[src/rtl/uart_front_pkg.sv]
package uart_front_pkg;
   localparam int unsigned BUS_W = 32;

   localparam logic [7:0] OFS_CTRL = 8'h00;
   localparam logic [7:0] OFS_MODE = 8'h04;
   localparam logic [7:0] OFS_BGEN = 8'h18;
   localparam logic [7:0] OFS_STAT = 8'h2C;
   localparam logic [7:0] OFS_DATA = 8'h30;
   localparam logic [7:0] OFS_BDIV = 8'h34;

   localparam int unsigned CTRL_RXRST = 0;
   localparam int unsigned CTRL_TXRST = 1;
   localparam int unsigned CTRL_RXEN  = 2;
   localparam int unsigned CTRL_TXEN  = 4;

   localparam int unsigned STAT_RXEMPTY = 1;
   localparam int unsigned STAT_TXFULL  = 4;

   typedef enum logic [2:0] {
      SEL_NONE,
      SEL_CTRL,
      SEL_MODE,
      SEL_BGEN,
      SEL_STAT,
      SEL_DATA,
      SEL_BDIV
   } reg_sel_e;
endpackage

[src/rtl/uart_addr_dec.sv]
module uart_addr_dec
   import uart_front_pkg::*;
#(
   parameter int unsigned ADDR_W = 8
) (
   input  logic [ADDR_W-1:0] addr,
   output reg_sel_e          sel
);
   if (ADDR_W < 6) begin : g_bad_addr_w
      $error("uart_addr_dec: ADDR_W must cover offset 0x34");
   end

   localparam logic [ADDR_W-1:0] A_CTRL = ADDR_W'(OFS_CTRL);
   localparam logic [ADDR_W-1:0] A_MODE = ADDR_W'(OFS_MODE);
   localparam logic [ADDR_W-1:0] A_BGEN = ADDR_W'(OFS_BGEN);
   localparam logic [ADDR_W-1:0] A_STAT = ADDR_W'(OFS_STAT);
   localparam logic [ADDR_W-1:0] A_DATA = ADDR_W'(OFS_DATA);
   localparam logic [ADDR_W-1:0] A_BDIV = ADDR_W'(OFS_BDIV);

   always_comb begin
      sel = SEL_NONE;
      if (addr == A_CTRL)      sel = SEL_CTRL;
      else if (addr == A_MODE) sel = SEL_MODE;
      else if (addr == A_BGEN) sel = SEL_BGEN;
      else if (addr == A_STAT) sel = SEL_STAT;
      else if (addr == A_DATA) sel = SEL_DATA;
      else if (addr == A_BDIV) sel = SEL_BDIV;
   end
endmodule

[src/rtl/uart_cfg_regs.sv]
module uart_cfg_regs
   import uart_front_pkg::*;
#(
   parameter int unsigned       MODE_W   = 11,
   parameter logic [MODE_W-1:0] MODE_RST = MODE_W'(11'h020),
   parameter int unsigned       BGEN_W   = 16,
   parameter logic [BGEN_W-1:0] BGEN_RST = BGEN_W'(16'h028B),
   parameter int unsigned       BDIV_W   = 8,
   parameter logic [BDIV_W-1:0] BDIV_RST = BDIV_W'(8'h06)
) (
   input  logic              clk,
   input  logic              rst_n,
   input  logic              wr_en,
   input  reg_sel_e          sel,
   input  logic [BUS_W-1:0]  wdata,
   output logic              tx_en,
   output logic              rx_en,
   output logic              tx_flush,
   output logic              rx_flush,
   output logic [MODE_W-1:0] mode,
   output logic [BGEN_W-1:0] bgen,
   output logic [BDIV_W-1:0] bdiv
);
   if (MODE_W > BUS_W || BGEN_W > BUS_W || BDIV_W > BUS_W) begin : g_bad_w
      $error("uart_cfg_regs: register wider than the bus");
   end

   logic ctrl_wr;
   assign ctrl_wr  = wr_en && (sel == SEL_CTRL);
   // reset bits are pulses only; nothing stores them
   assign tx_flush = ctrl_wr && wdata[CTRL_TXRST];
   assign rx_flush = ctrl_wr && wdata[CTRL_RXRST];

   always_ff @(posedge clk) begin
      if (!rst_n) begin
         tx_en <= 1'b0;
         rx_en <= 1'b0;
         mode  <= MODE_RST;
         bgen  <= BGEN_RST;
         bdiv  <= BDIV_RST;
      end else if (wr_en) begin
         unique case (sel)
            SEL_CTRL: begin
               tx_en <= wdata[CTRL_TXEN];
               rx_en <= wdata[CTRL_RXEN];
            end
            SEL_MODE: mode <= wdata[MODE_W-1:0];
            SEL_BGEN: bgen <= wdata[BGEN_W-1:0];
            SEL_BDIV: bdiv <= wdata[BDIV_W-1:0];
            default: ;
         endcase
      end
   end
endmodule

[src/rtl/uart_byte_fifo.sv]
module uart_byte_fifo #(
   parameter int unsigned WIDTH = 8,
   parameter int unsigned DEPTH = 8
) (
   input  logic             clk,
   input  logic             rst_n,
   input  logic             flush,
   input  logic             push,
   input  logic [WIDTH-1:0] din,
   input  logic             pop,
   output logic [WIDTH-1:0] dout,
   output logic             empty,
   output logic             full
);
   if (DEPTH < 1 || DEPTH > 1024) begin : g_bad_depth
      $error("uart_byte_fifo: DEPTH out of range");
   end

   localparam int unsigned CW = $clog2(DEPTH + 1);
   logic [CW-1:0] count;

   if (DEPTH == 1) begin : g_single
      logic             hold_q;
      logic [WIDTH-1:0] data_q;
      always_ff @(posedge clk) begin
         if (!rst_n || flush) hold_q <= 1'b0;
         else if (push && !hold_q) hold_q <= 1'b1;
         else if (pop && hold_q) hold_q <= 1'b0;
      end
      always_ff @(posedge clk) begin
         if (push && !hold_q) data_q <= din;
      end
      assign count = CW'(hold_q);
      assign dout  = data_q;
   end else begin : g_ring
      localparam int unsigned AW = $clog2(DEPTH);
      logic [WIDTH-1:0] mem [DEPTH];
      logic [AW-1:0]    rd_ptr, wr_ptr;
      logic [CW-1:0]    cnt_q;
      logic             do_push, do_pop;

      assign do_push = push && (cnt_q != CW'(DEPTH));
      assign do_pop  = pop && (cnt_q != '0);

      function automatic logic [AW-1:0] step(input logic [AW-1:0] p);
         return (p == AW'(DEPTH - 1)) ? '0 : p + 1'b1;
      endfunction

      always_ff @(posedge clk) begin
         if (!rst_n || flush) begin
            rd_ptr <= '0;
            wr_ptr <= '0;
            cnt_q  <= '0;
         end else begin
            if (do_push) wr_ptr <= step(wr_ptr);
            if (do_pop)  rd_ptr <= step(rd_ptr);
            cnt_q <= cnt_q + CW'(do_push) - CW'(do_pop);
         end
      end
      always_ff @(posedge clk) begin
         if (do_push) mem[wr_ptr] <= din;
      end
      assign count = cnt_q;
      assign dout  = mem[rd_ptr];
   end

   assign empty = (count == '0);
   assign full  = (count == CW'(DEPTH));

   assert_count_bound_R6: assert property (@(posedge clk) disable iff (!rst_n)
      count <= CW'(DEPTH));
   assert_flush_empties_R4: assert property (@(posedge clk) disable iff (!rst_n)
      flush |=> empty);
   assert_no_overflow_R6: assert property (@(posedge clk) disable iff (!rst_n)
      (full && push && !pop && !flush) |=> full);
   assert_no_underflow_R7: assert property (@(posedge clk) disable iff (!rst_n)
      (empty && pop && !push && !flush) |=> empty);
endmodule

[src/rtl/uart_csr_front.sv]
module uart_csr_front
   import uart_front_pkg::*;
#(
   parameter int unsigned ADDR_W   = 8,
   parameter int unsigned CHAR_W   = 8,
   parameter int unsigned TX_DEPTH = 8,
   parameter int unsigned RX_DEPTH = 8,
   parameter int unsigned MODE_W   = 11,
   parameter int unsigned BGEN_W   = 16,
   parameter int unsigned BDIV_W   = 8
) (
   input  logic              clk,
   input  logic              rst_n,
   input  logic [ADDR_W-1:0] bus_addr,
   input  logic              bus_wr,
   input  logic              bus_rd,
   input  logic [31:0]       bus_wdata,
   output logic [31:0]       bus_rdata,
   output logic [CHAR_W-1:0] tx_data,
   output logic              tx_valid,
   input  logic              tx_ready,
   input  logic [CHAR_W-1:0] rx_data,
   input  logic              rx_valid,
   output logic              rx_ready,
   output logic [MODE_W-1:0] line_mode,
   output logic [BGEN_W-1:0] baud_gen,
   output logic [BDIV_W-1:0] baud_div
);
   if (CHAR_W > BUS_W) begin : g_bad_char
      $error("uart_csr_front: CHAR_W wider than the bus");
   end

   reg_sel_e          sel;
   logic              tx_en, rx_en, tx_flush, rx_flush;
   logic              tx_empty, tx_full, rx_empty, rx_full;
   logic [CHAR_W-1:0] rx_head;
   logic              host_push, host_pop;
   logic [BUS_W-1:0]  rd_word;

   uart_addr_dec #(.ADDR_W(ADDR_W)) u_dec (.addr(bus_addr), .sel(sel));

   uart_cfg_regs #(
      .MODE_W(MODE_W), .BGEN_W(BGEN_W), .BDIV_W(BDIV_W)
   ) u_cfg (
      .clk(clk), .rst_n(rst_n), .wr_en(bus_wr), .sel(sel), .wdata(bus_wdata),
      .tx_en(tx_en), .rx_en(rx_en), .tx_flush(tx_flush), .rx_flush(rx_flush),
      .mode(line_mode), .bgen(baud_gen), .bdiv(baud_div)
   );

   assign host_push = bus_wr && (sel == SEL_DATA) && !tx_full;
   assign host_pop  = bus_rd && (sel == SEL_DATA) && !rx_empty;
   assign tx_valid  = tx_en && !tx_empty;
   assign rx_ready  = rx_en && !rx_full;

   uart_byte_fifo #(.WIDTH(CHAR_W), .DEPTH(TX_DEPTH)) u_txq (
      .clk(clk), .rst_n(rst_n), .flush(tx_flush),
      .push(host_push), .din(bus_wdata[CHAR_W-1:0]),
      .pop(tx_valid && tx_ready), .dout(tx_data),
      .empty(tx_empty), .full(tx_full)
   );

   uart_byte_fifo #(.WIDTH(CHAR_W), .DEPTH(RX_DEPTH)) u_rxq (
      .clk(clk), .rst_n(rst_n), .flush(rx_flush),
      .push(rx_valid && rx_ready), .din(rx_data),
      .pop(host_pop), .dout(rx_head),
      .empty(rx_empty), .full(rx_full)
   );

   always_comb begin
      rd_word = '0;
      unique case (sel)
         SEL_CTRL: begin
            rd_word[CTRL_TXEN] = tx_en;
            rd_word[CTRL_RXEN] = rx_en;
         end
         SEL_MODE: rd_word[MODE_W-1:0] = line_mode;
         SEL_BGEN: rd_word[BGEN_W-1:0] = baud_gen;
         SEL_BDIV: rd_word[BDIV_W-1:0] = baud_div;
         SEL_STAT: begin
            rd_word[STAT_RXEMPTY] = rx_empty;
            rd_word[STAT_TXFULL]  = tx_full;
         end
         SEL_DATA: if (!rx_empty) rd_word[CHAR_W-1:0] = rx_head;
         default: ;
      endcase
   end

   always_ff @(posedge clk) begin
      if (!rst_n)      bus_rdata <= '0;
      else if (bus_rd) bus_rdata <= rd_word;
   end

   assert_tx_gated_R8: assert property (@(posedge clk) disable iff (!rst_n)
      !tx_en |-> !tx_valid);
   assert_rx_gated_R9: assert property (@(posedge clk) disable iff (!rst_n)
      !rx_en |-> !rx_ready);
   assert_rst_bits_read_zero_R4: assert property (@(posedge clk) disable iff (!rst_n)
      (bus_rd && sel == SEL_CTRL) |=> (bus_rdata[1:0] == 2'b00));
   assert_empty_read_zero_R7: assert property (@(posedge clk) disable iff (!rst_n)
      (bus_rd && sel == SEL_DATA && rx_empty) |=> (bus_rdata == '0));
   assert_status_rx_R5: assert property (@(posedge clk) disable iff (!rst_n)
      (bus_rd && sel == SEL_STAT) |=> (bus_rdata[STAT_RXEMPTY] == $past(rx_empty)));
endmodule

[config.mk]
export PLATFORM = sky130hd
export DESIGN_NAME = uart_csr_front
export DESIGN_NICKNAME = d
export VERILOG_FILES = /design/src/rtl/uart_front_pkg.sv /design/src/rtl/uart_addr_dec.sv /design/src/rtl/uart_cfg_regs.sv /design/src/rtl/uart_byte_fifo.sv /design/src/rtl/uart_csr_front.sv
export SDC_FILE = /design/constraint.sdc
export NUM_CORES = 1
export LEC_CHECK = 0
export BUFFER_PORTS_ARGS = -buffer_cell sky130_fd_sc_hd__buf_2
export CAP_MARGIN = 20
export CORE_AREA = 2 2 127 129
export CTS_BUF_LIST = sky130_fd_sc_hd__clkbuf_16
export CTS_CLUSTER_DIAMETER = 40
export DETAILED_ROUTE_END_ITERATION = 10
export DIE_AREA = 0 0 129 131
export PLACE_DENSITY = 0.79
export SLEW_MARGIN = 10
export SYNTH_ARGS = -nofsm -noshare
export SYNTH_HDL_FRONTEND = slang
export SYNTH_SLANG_ARGS = --single-unit
[constraint.sdc]
create_clock -name clk -period 3.4 [get_ports clk]
set_input_delay 0 -clock clk [delete_from_list [all_inputs] [get_ports clk]]
set_output_delay 0 -clock clk [all_outputs]
set_load 0.01 [all_outputs]
-- Word level (Yosys, flattened, before mapping)
Memories as Yosys holds them, arrays and structs flattened. A register that Yosys moved wholly into a read port is not among the register bits.
Index checks and enable logic that the tools add are counted.
- bits in registers: 73
- RAM bits: 128
- input bits: 54
- memories kept: 2
- memory list (name ; depth ; width ; rd ports ; clocked after Yosys merged registers in ; write ports ; RTL line ; source):
    u_rxq.g_ring.mem ; 8 ; 8 ; 1 ; 1 ; 1 ; uart_byte_fifo.sv:37 ; logic [WIDTH-1:0] mem [DEPTH];
    u_txq.g_ring.mem ; 8 ; 8 ; 1 ; 1 ; 1 ; uart_byte_fifo.sv:37 ;
- add/sub/neg operators: 8
- equal/unequal tests: 19
- multiplexer cells: 27
- reduce and logical (&&, ||, !) cells: 31
- operator list (kind ; count):
    3-bit 2-to-1 mux ; 14
    8-bit by 6-bit equality test with 1-bit output, second input constant ; 3
    3-bit equality test, second input constant ; 7
    1-bit logical AND ; 15
    3-bit by 1-bit adder with 3-bit output, second input constant ; 4
    3-bit case mux with 4 select lines ; 1
    1-bit case mux with 5 select lines ; 2
    4-bit by 1-bit adder with 4-bit output ; 2
    4-bit equality test, second input constant ; 2
    8-bit by 3-bit equality test with 1-bit output, second input constant ; 1
    8-bit by 5-bit equality test with 1-bit output, second input constant ; 1
    4-bit logical NOT ; 2
    8-bit logical NOT ; 1
    8-bit 2-to-1 mux ; 1
    4-bit inequality test, second input constant ; 2
    1-bit case mux with 4 select lines ; 2
    2-bit AND reduction ; 4
    4-bit nonzero test ; 2
    4-bit by 1-bit subtractor with 4-bit output ; 2
    3-bit by 2-bit equality test with 1-bit output, second input constant ; 2
    1-bit case mux with 6 select lines ; 1
    3-bit case mux with 2 select lines ; 1
    1-bit logical NOT ; 5
    5-bit 2-to-1 mux ; 1
    other kinds (3) ; 7

-- Longest topological paths before layout
- depth after elaboration: 13
- mapped depth: 12

-- By module
Synthesis repeated with hierarchy kept, for this count alone.
- cell total of the unflattened synthesis: 652
- area total of the unflattened synthesis: 9127.5 um^2
- modules (own cells, without submodules) (module ; times used ; cells each ; area an instance (um^2) ; seq. area each (um^2)):
    uart_byte_fifo ; 2 ; 172 ; 3176.8 ; 2182.1
    uart_cfg_regs ; 1 ; 152 ; 1501.4 ; 740.7
    uart_csr_front ; 1 ; 143 ; 1178.6 ; 320.3
    uart_addr_dec ; 1 ; 13 ; 93.8 ; 0.0

-- Worst setup path before layout
Ideal clock, no wire load.
- path kind: register to register
- from: register u_txq.g_ring.cnt_q[2], in the netlist u_txq.count[2]
- to: register u_txq.g_ring.cnt_q[2], in the netlist u_txq.count[2]
- library setup time: 0.128 ns
- arrival time: 2.259 ns
- required time: 3.272 ns
- path slack: 1.012 ns
- stages on the path, launching flop included: 13
- buffers on the path: 0
- cells stage by stage: dfxtp_1 > inv_1 > ha_1 > inv_1 > o311ai_1 > inv_1 > ha_1 > inv_1 > ha_1 > inv_1 > fa_1 > xor2_1 > nor2_1
- cells in the longest elaborated chain, start to end: 6
- elaborated cells on any way between the ends: 13
- ends and longest elaborated chain (element ; RTL line ; source):
    start, declared ; uart_byte_fifo.sv:39 ; logic [CW-1:0] cnt_q;
    start signal, assigned ; uart_byte_fifo.sv:57 ; cnt_q <= cnt_q + CW'(do_push) - CW'(do_pop);
    4-bit logical NOT ; uart_byte_fifo.sv:67 ; assign empty = (count == '0);
    1-bit logical NOT ; uart_csr_front.sv:52 ; assign tx_valid = tx_en && !tx_empty;
    1-bit logical AND ; uart_csr_front.sv:52 ;
    1-bit logical AND ; uart_csr_front.sv:58 ; .pop(tx_valid && tx_ready), .dout(tx_data),
    1-bit logical AND * ; uart_byte_fifo.sv:43 ; assign do_pop = pop && (cnt_q != '0);
    named net u_txq.g_ring.do_pop ; uart_byte_fifo.sv:40 ; logic do_push, do_pop;
    4-bit by 1-bit subtractor with 4-bit output * ; uart_byte_fifo.sv:57 ;
The timed path passes the listed nets; every way through them passes the cells marked *.
A chain may end at the register's enable or synchronous reset.

-- Worst setup path in the final report
Ends and elaborated chain as after synthesis.

==> impl_metrics.py <==
metrics = {
    "status": {
        "outcome": "finished clean",
    },
    "logic_synthesis": {
        "yosys_warnings": 0,
        "synth-compound-area-share_pct": 6.79,
        "syn_avg_cell_area_sq_um": 13.3,
        "synth_mux_area_share_pct": 12.0,
        "ys_seq_elements": 207,
        "syn_inst_count": 657,
        "synth_most_common_cell": "edfxtp_1",
        "yosys.area_share.simple_pct": 11.3,
        "most_used_flip_flop_cell_after_synthesis": "edfxtp_1",
        "ys_types": 60,
        "synth_area_sq_mm": 0.00875,
        "post_synth_fa_ha_maj_area_fraction_pct": 3.17,
        "share_of_synthesized_flip_flops_with_an_asynchronous_set_or_reset_pct": 0,
        "synth_area_leader_cell": "edfxtp_1",
        "yosys-top-cells-area": "edfxtp_1, dfxtp_1, mux4_2, nand2_1, ha_1",
        "synth_top_family_by_area": "multiplexers",
        "synth_top_area_share_pct": 43.9,
        "yosysSeqAreaShare_pct": 62.0,
        "post_synth_most_frequent_cells": "edfxtp_1, dfxtp_1, nand2_1, nor2_1, a21oi_1",
        "synth-edff-count": 128,
        "synth_xor_xnor_area_share_pct": 0.600,
    },
    "clock_network": {
        "cts-buffers-inserted": 26,
        "tritoncts": "done",
        "h-tree-depth": 1,
        "clock_tree.root_cell": "clkbuf_16",
        "cts.sinks": 207,
        "cts.reportedPaths.clkPinSlew_ns": 0.06,
        "insertion_delay_ns": 0.52,
        "ctsLongestPathBuffers": 3,
    },
    "flow_run": {
        "cap_violations": 0,
    },
    "timing": {
        "grt_setup_unrepaired": "no",
        "final_min_period_over_clock_period_pct": 79.8,
        "setup_violations": 0,
        "fin_worst_skew_ns": 0.0116,
        "maxClockFrequency_mhz": 368,
        "hold_violations": 0,
        "worst_slew_pin_slew_ns": 0.983,
        "layout_min_cycle_time_ns": 2.71,
        "timing.slew.headroom_pct": 34.2,
        "post_route_setup_tns_ns": 0,
        "setup_slack_ns": 0.686,
        "final-max-slew-violation-count": 0,
    },
    "floorplan": {
        "start_util_pct": 56.1,
        "die-width_microns": 129,
        "floorplan.rows": 46,
        "die_area_sq_mm": 0.0169,
        "core_sq_mm": 0.0156,
        "io-pin-count": 131,
        "die_height_microns": 131,
    },
    "detailed_routing": {
        "final_antenna_net_count": 0,
        "drt_first_pass_iters": 5,
        "drc": 0,
        "routed-via-count": 5947,
        "route.final.wire_length_mm": 20.7,
        "route.detailed.wl_per_inst_microns": 20.1,
        "vias_per_cell": 5.77,
        "drt_iter0_markers": 556,
    },
    "layout": {
        "insertedDiodeCount": 0,
        "final_nets": 869,
        "layout-drive-gt1-share_pct": 26.8,
        "fin_area_sq_mm": 0.0106,
        "area_growth_from_synthesis_to_layout_pct": 21.4,
        "fill_cells": 1036,
    },
    "place": {
        "placement.cell_area_sq_mm": 0.00938,
        "gp_congestion": 0.917,
        "detailedPlace.worstSlack_ns": 0.754,
        "port_buffers": 98,
        "post-dp-hpwl_mm": 13.7,
    },
    "worst_setup_path": {
        "regToRegSetupSlack_ns": 0.69,
        "slowest_delay_ns": 0.60,
        "critPathSlowestCell": "o311ai_1",
        "crit_path_frequent_cell": "inv_1",
        "worst_path_fanout_max": 5,
        "start_kind": "register",
        "timing.critical_path.to_type": "register",
        "worst_ep_arrival_time_ns": 3.10,
        "timing.critical_path.cells": "inv_1, ha_1, inv_1, o311ai_1, inv_1, ha_1, inv_1, ha_1, inv_1, fa_1, xor2_1, nor2_1",
        "critical_path_required_ns": 3.79,
        "timing.setup.critical_path_class": "register to register",
    },
    "global_route": {
        "antenna_found_initial": 0,
        "number_of_global_route_vias_before_repair": 5826,
        "grt_pass1_wl_mm": 31.3,
        "met2_usage_pct": 41.3,
        "grt_max_degree": 39,
        "global_router_s_overall_resource_usage_pct": 24.5,
        "overflow": 0,
        "global_route.usage.met3_pct": 4.85,
        "grt_busiest_layer": "met2",
        "grt_use_met1_pct": 31.3,
    },
    "power": {
        "share_comb_of_total_power_pct": 2.8,
        "internal_power_mw": 4.37,
        "power.clock.fraction_pct": 49.5,
        "max-vdd-ir-drop_mv": 0.396,
        "power_frac_seq_pct": 47.7,
        "p_sw_mw": 1.22,
        "leak_pwr_nw": 3.95,
        "sw_frac_of_total_pct": 21.8,
        "cellPowerDensity_mw_per_mm2": 526,
    },
    "hold_path": {
        "hp-class": "input pin to register",
    },
}
==> logic make-up after synthesis <==
group                    Yosys count
adder cells (fa/ha/maj)           21
other                              1
AND/OR/NAND/NOR                  195
XOR/XNOR                           6
multiplexers                      63
AO/OA/AOI/OAI                     91
flip-flops                       207
buffers and inverters             73
==> metal layers <==
metal | share of wire, % | vias up
met5 | 0 | -
met3 | 6.6 | 77
met1 | 40 | 2901
li1 | - | 2701
met2 | 50 | 268
met4 | 4.0 | 0
==> cells in the final DEF (no fill, tap or decap), types with 5 or more instances in the layout <==
cell	netlist	layout
edfxtp_1	128	128
buf_2	10	98
dfxtp_1	79	79
nand2_1	77	77
nor2_1	39	39
a21oi_1	38	38
dlygate4sd3_1	0	33
mux4_2	32	32
clkbuf_16	0	29
inv_1	22	24
ha_1	19	19
nand3_1	17	17
mux2_2	16	16
conb_1	1	16
mux2i_1	15	15
nand2b_1	13	13
buf_4	20	12
a211oi_1	8	8
nor3_1	8	8
a22oi_1	7	7
a22o_1	5	5
a32oi_1	5	5
inv_6	0	5
==> cell type report <==
type / instances / area [sq um] / share of cell area [%]
clock inverter: 19 / 175 / 1.65
multi-input combinational: 392 / 3020 / 28.4
sequential: 207 / 5430 / 51.0
inverter: 23 / 86.3 / 0.812
tap: 216 / 270 / 2.54
clock buffer: 29 / 726 / 6.83
timing repair buffer: 144 / 926 / 8.71
==> power by group through the flow <==
stage	Clock (mW)	Sequential (mW)	Combinational, mW
global route	2.91	2.66	0.168
detailed placement	0	2.72	0.123
finish	2.77	2.66	0.154
global placement	0	2.72	0.118
floorplan	0	2.72	0.0711
CTS	2.80	2.66	0.149
==> sequential cells by signal (all words and copies together) (netlist names), named ones only <==
name and count:
u_cfg.mode 11, u_txq.g_ring.mem 64, u_rxq.g_ring.mem 64, bus_rdata 16, u_txq.g_ring.rd_ptr 3, u_rxq.g_ring.rd_ptr 3, u_txq.g_ring.wr_ptr 3, u_cfg.bgen 16
u_txq.count 4, u_rxq.g_ring.wr_ptr 3, u_cfg.bdiv 8, u_rxq.count 4, u_cfg.rx_en 1, u_cfg.tx_en 1
==> final timing paths <==
path                                     from                          end  depth (start not counted)
setup / recovery    u_txq.count[2]$_SDFF_PP0_    u_txq.count[2]$_SDFF_PP0_                         12
hold / removal                       tx_ready                     register                          4
setup reg to reg    u_txq.count[2]$_SDFF_PP0_    u_txq.count[2]$_SDFF_PP0_                         12
hold reg to reg   u_cfg.bgen[11]$_SDFFE_PN0P_  u_cfg.bgen[11]$_SDFFE_PN0P_                          2
==> worst max-delay path, delay by kind of cell, from the launching register on <==
| kind | cells | cell delay (ns) |
|---|---|---|
| flops | 1 | 0.29 |
| compound gates | 1 | 0.60 |
| xor+xnor | 1 | 0.19 |
| fa+ha+maj | 4 | 1.05 |
| simple gates | 1 | 0.06 |
| buf+inv | 5 | 0.39 |
==> through the flow <==
step           instances  total power [mW]  utilization, %  hold slack [ns]
6_report            1030              5.59            68.1           0.0176
5_1_grt             1030              5.74            68.1           0.0574
4_1_cts             1029              5.61            68.0          0.00686
3_5_place_dp         948              2.84            60.2            0.233
3_3_place_gp         948              2.84            60.2            0.232
2_1_floorplan        672              2.79               -           0.0989
==> timing repair <==
action,4_1_cts,5_1_grt
hold buffers,33,0
buffers inserted,0,0
hold endpoints to repair,176,0
resized for setup,0,0
No activity file was read; power rests on OpenSTA's default activity.
